--- src/rtl/sdr_burst_colgen.sv ---
module sdr_burst_colgen #(
  parameter int COL_W = 8
) (
  input  logic             clk,
  input  logic             rst_n,
  input  logic             start,
  input  logic [COL_W-1:0] start_col,
  input  logic             is_write,
  input  logic [2:0]       cfg_len,
  input  logic             cfg_ilv,
  input  logic             cfg_wr_single,
  input  logic             stop,
  output logic [COL_W-1:0] col,
  output logic             beat_valid,
  output logic             beat_last,
  output logic             cfg_err
);

  logic             active, ilv_q, full_q;
  logic [COL_W-1:0] base_q, cnt_q, mask_q, mask_d, low;

  wire reserved = (cfg_len[2] && cfg_len != 3'b111) || (cfg_len == 3'b111 && cfg_ilv);
  wire single   = is_write && cfg_wr_single;
  wire full_d   = !single && cfg_len == 3'b111;
  wire accept   = start && (!active || beat_last);

  always_comb begin
    mask_d = '0;
    if (!single) begin
      case (cfg_len)
        3'b001:  mask_d = COL_W'(1);
        3'b010:  mask_d = COL_W'(3);
        3'b011:  mask_d = COL_W'(7);
        3'b111:  mask_d = '1;
        default: mask_d = '0;
      endcase
    end
  end

  assign low        = ilv_q ? (base_q ^ cnt_q) : (base_q + cnt_q);
  assign col        = (base_q & ~mask_q) | (low & mask_q);
  assign beat_valid = active;
  assign beat_last  = active && ((!full_q && cnt_q == mask_q) || stop);

  always_ff @(posedge clk or negedge rst_n) begin
    if (!rst_n) begin
      active  <= 1'b0;
      ilv_q   <= 1'b0;
      full_q  <= 1'b0;
      base_q  <= '0;
      cnt_q   <= '0;
      mask_q  <= '0;
      cfg_err <= 1'b0;
    end else begin
      cfg_err <= accept && reserved;
      if (accept) begin
        active <= !reserved;
        ilv_q  <= cfg_ilv;
        full_q <= full_d;
        base_q <= start_col;
        mask_q <= mask_d;
        cnt_q  <= '0;
      end else if (active) begin
        if (beat_last) active <= 1'b0;
        else           cnt_q  <= cnt_q + 1'b1;
      end
    end
  end

endmodule

--- config.mk ---
export PLATFORM = sky130hd
export DESIGN_NAME = sdr_burst_colgen
export DESIGN_NICKNAME = d
export VERILOG_FILES = /design/src/rtl/sdr_burst_colgen.sv
export SDC_FILE = /design/constraint.sdc
export NUM_CORES = 1
export LEC_CHECK = 0
export BUFFER_PORTS_ARGS = -buffer_cell sky130_fd_sc_hd__buf_4
export CAP_MARGIN = 20
export CORE_MARGIN = 10
export CORE_UTILIZATION = 39
export CTS_CLUSTER_DIAMETER = 30
export DETAILED_ROUTE_END_ITERATION = 7
export SLEW_MARGIN = 30
export SYNTH_ARGS = -nofsm -noshare
export SYNTH_HDL_FRONTEND = slang
export SYNTH_SLANG_ARGS = --single-unit
--- constraint.sdc ---
create_clock -name clk -period 2.7 [get_ports clk]
set_input_delay 0.135 -clock clk [delete_from_list [all_inputs] [get_ports clk]]
set_output_delay 0.135 -clock clk [all_outputs]
set_load 0.01 [all_outputs]
==> results.toml <==
[run_status]
outcome = "finished clean"

[grt]
use_met1_pct = 12.4
grt_max_degree = 25
grt-ovfl-total = 0
use_met2_pct = 18.3
met3_usage_pct = 2.58
antenna_found_initial = 0
grt_pass1_vias = 1301
grt_busiest_layer = "met2"
grt_pass1_wl_um = 6460
track_usage_pct = 10.8

[synth]
synth_top_cell_area_share_pct = 36.1
synth_area_um2 = 1670
ys_ff_latch = 24
yosysTopAreaCell = "dfrtp_1"
post_synth.cell_area_avg_um2 = 9.74
synth_fp_nets = 198
ys_seq_area_share_pct = 36.1
yosysWarnings = 0
yosysUniqueCellTypes = 36
syn_inst = 171
synthTopCellsByArea = "dfrtp_1, mux2_2, mux2_4, ha_1, xnor2_1"

[drt]
vias_per_cell = 5.26
num_vias = 1298
finalWirelength_um = 3730
wl_per_cell_um = 15.1
first_pass_iters = 4
drc = 0
drtIter0Drc = 53
ant_nets = 0

[timing]
whs_ps = 82.9
worst_pin_slew_ps = 444
maxSlewViolCount = 0
fin_crit_sh_pct = 90.4
slew-limit-headroom_pct = 70.2
rsz0062_at_grt = "no"
max_freq_mhz = 410
fin_ws_ps = 260
setup_violations = 0
hold_viol_final = 0
min_period_ps = 2440
fin_tns_setup_ps = 0
skew_ps = 3.91

[power_and_ir_drop]
power_frac_seq_pct = 41.3
p_switching_uw = 377
finalPower_mw = 1.14
p_leak_nw = 0.911
pwr-share-clk_pct = 22.3
power-per-cell-area_nw_per_um2 = 579
switching_share_pct = 33.2
pwr-share-comb_pct = 36.4
ir_worst_vdd_uv = 280
intPower_uw = 758

[cts]
cts_root_buffer = "clkbuf_8"
cts_resized = 0
cts_tree = "done"
cts_max_level = 1
cts.reportedPaths.clkPinSlew_ps = 90
clock_latency_ps = 280
cts.sink_count = 24
cts_buffer_depth = 2
cts_inserted_buffers = 3

[placed_design]
place_ws_ps = 366
dp.final_hpwl_um = 2880
dp.cells = 242
io_buffers = 28
gp_congestion = 0.814

[die]
chipWidth_um = 85.3
die-area_um2 = 7280
rows = 23
ios = 29
start_util_pct = 41.0
coreArea_um2 = 4060
die_h_um = 85.3

[critical_path]
worstRegToRegCells = 5
crit_required_ps = 2570
path_max_fanout = 5
arrival_ps = 2310
worstSetupPathType = "register to primary output"
cp-start-kind = "register"
critPathCaptureType = "primary output"

[layout]
drive_gt1_share_pct = 26.9
fillers = 379
seqCellArea_um2 = 601
final_cells = 247
fin_nets = 225
diodes = 0
multi_input_area_um2 = 992
syn_to_final_growth_pct = 17.7

[run]
maxCapViolCount = 0

[worst_hold_path]
min_path_cells = 2
worstHoldPathType = "primary input to register"
==> placed cells by master, fill, tap and decap left out, types with 2 or more instances in the layout <==
cell type / instances
buf_4: 28
dfrtp_1: 24
nand2_1: 17
nor2_1: 13
o21ai_0: 12
a21oi_1: 10
mux2_2: 10
inv_1: 8
xnor2_1: 8
ha_1: 8
nor3_1: 7
mux2_4: 7
xor2_1: 5
a21o_1: 4
clkbuf_8: 4
nor2b_1: 3
nand3_1: 3
o31ai_1: 3
mux2i_1: 3
nand3b_1: 2
a211oi_1: 2
a31oi_1: 2
==> final cells by class <==
| type | count | share of cell area (%) |
|---|---|---|
| timing repair buffer | 29 | 11.2 |
| inverter | 8 | 1.53 |
| clock buffer | 4 | 2.81 |
| sequential | 24 | 30.6 |
| multi-input combinational | 132 | 50.6 |
| tap | 50 | 3.19 |
==> worst max-delay path, stage by stage, from the launching register on <==
cell	delay [ps]
dfrtp_1	450
ha_1	260
inv_1	70
fa_1	400
nor2b_1	110
o21ai_0	130
a21oi_1	240
nor3_1	80
nand3b_1	150
buf_4	150
==> layer usage <==
metal,vias up,part of all wire [%]
li1,653,-
met3,7,5.0
met4,0,2.5
met2,28,49
met1,610,44
met5,-,0
==> synth_stat cells <==
cell,instances
mux2_4,7
a21o_1,4
nand3_1,3
or4_4,1
nor2_1,13
mux2_2,10
xnor2_1,8
ha_1,8
nand4_1,1
o31ai_1,3
nand2b_4,1
and2_1,1
o21ai_0,12
nor3_1,7
inv_1,8
nand2b_1,1
a41oi_1,1
nor2b_1,3
fa_1,1
a31oi_1,2
a21oi_1,10
a22oi_1,1
clkbuf_1,4
a31oi_4,1
xor2_1,5
nand2_1,17
mux2i_1,3
buf_2,1
dfrtp_1,24
o21bai_1,1
a211oi_1,2
or3_1,1
and3_1,1
mux2i_4,1
nand3b_1,2
buf_6,2
==> path summary, 6_finish.rpt <==
check	end	slack, ps	startpoint
setup / recovery	col[6]	260	cnt_q[0]$_DFFE_PN0P_
hold / removal	base_q[0]$_DFFE_PN0P_	80	start_col[0]
setup reg to reg	base_q[7]$_DFFE_PN0P_	360	mask_q[6]$_DFFE_PN0P_
hold reg to reg	full_q$_DFFE_PN0P_	500	full_q$_DFFE_PN0P_
max in group asynchronous	base_q[3]$_DFFE_PN0P_	2170	rst_n
min in group asynchronous	base_q[0]$_DFFE_PN0P_	290	rst_n
==> metrics by stage <==
stage	util, %	area (um^2)
finish	48.3	1960
global route	48.3	1960
CTS	48.3	1960
detailed placement	46.7	1900
global placement	46.7	1900
floorplan	-	1670
==> state kept, by name, indices dropped and copies added (netlist names) <==
| name | count |
|---|---|
| base_q | 8 |
| cnt_q | 8 |
| mask_q | 4 |
| beat_valid | 1 |
| cfg_err | 1 |
| full_q | 1 |
| ilv_q | 1 |
==> logic make-up (layout without fill, tap and decap cells) <==
kind of cell	Yosys count	in the layout	synth area share, %
AND/OR/NAND/NOR	52	52	15.2
AO/OA/AOI/OAI	37	37	14.1
XOR/XNOR	13	13	6.84
multiplexers	21	21	16.2
buffers and inverters	15	41	4.36
adder cells (fa/ha/maj)	9	9	7.21
flip-flops	24	24	36.1
==> timing repair <==
item	in CTS	in global routing
endpoints found under the hold margin	24	0
setup endpoints to repair	0	0
hold buffers	1	0
buffers inserted	0	0
==> power groups by stage <==
stage / Combinational [mW] / Sequential, mW / Clock [mW]
after floorplan: 0.300 / 0.452 / 0
after global placement: 0.409 / 0.475 / 0
after detailed placement: 0.418 / 0.477 / 0
after CTS: 0.422 / 0.470 / 0.259
after global routing: 0.464 / 0.479 / 0.277
final: 0.413 / 0.469 / 0.253
Note: power is estimated with default switching activity, not from simulation.
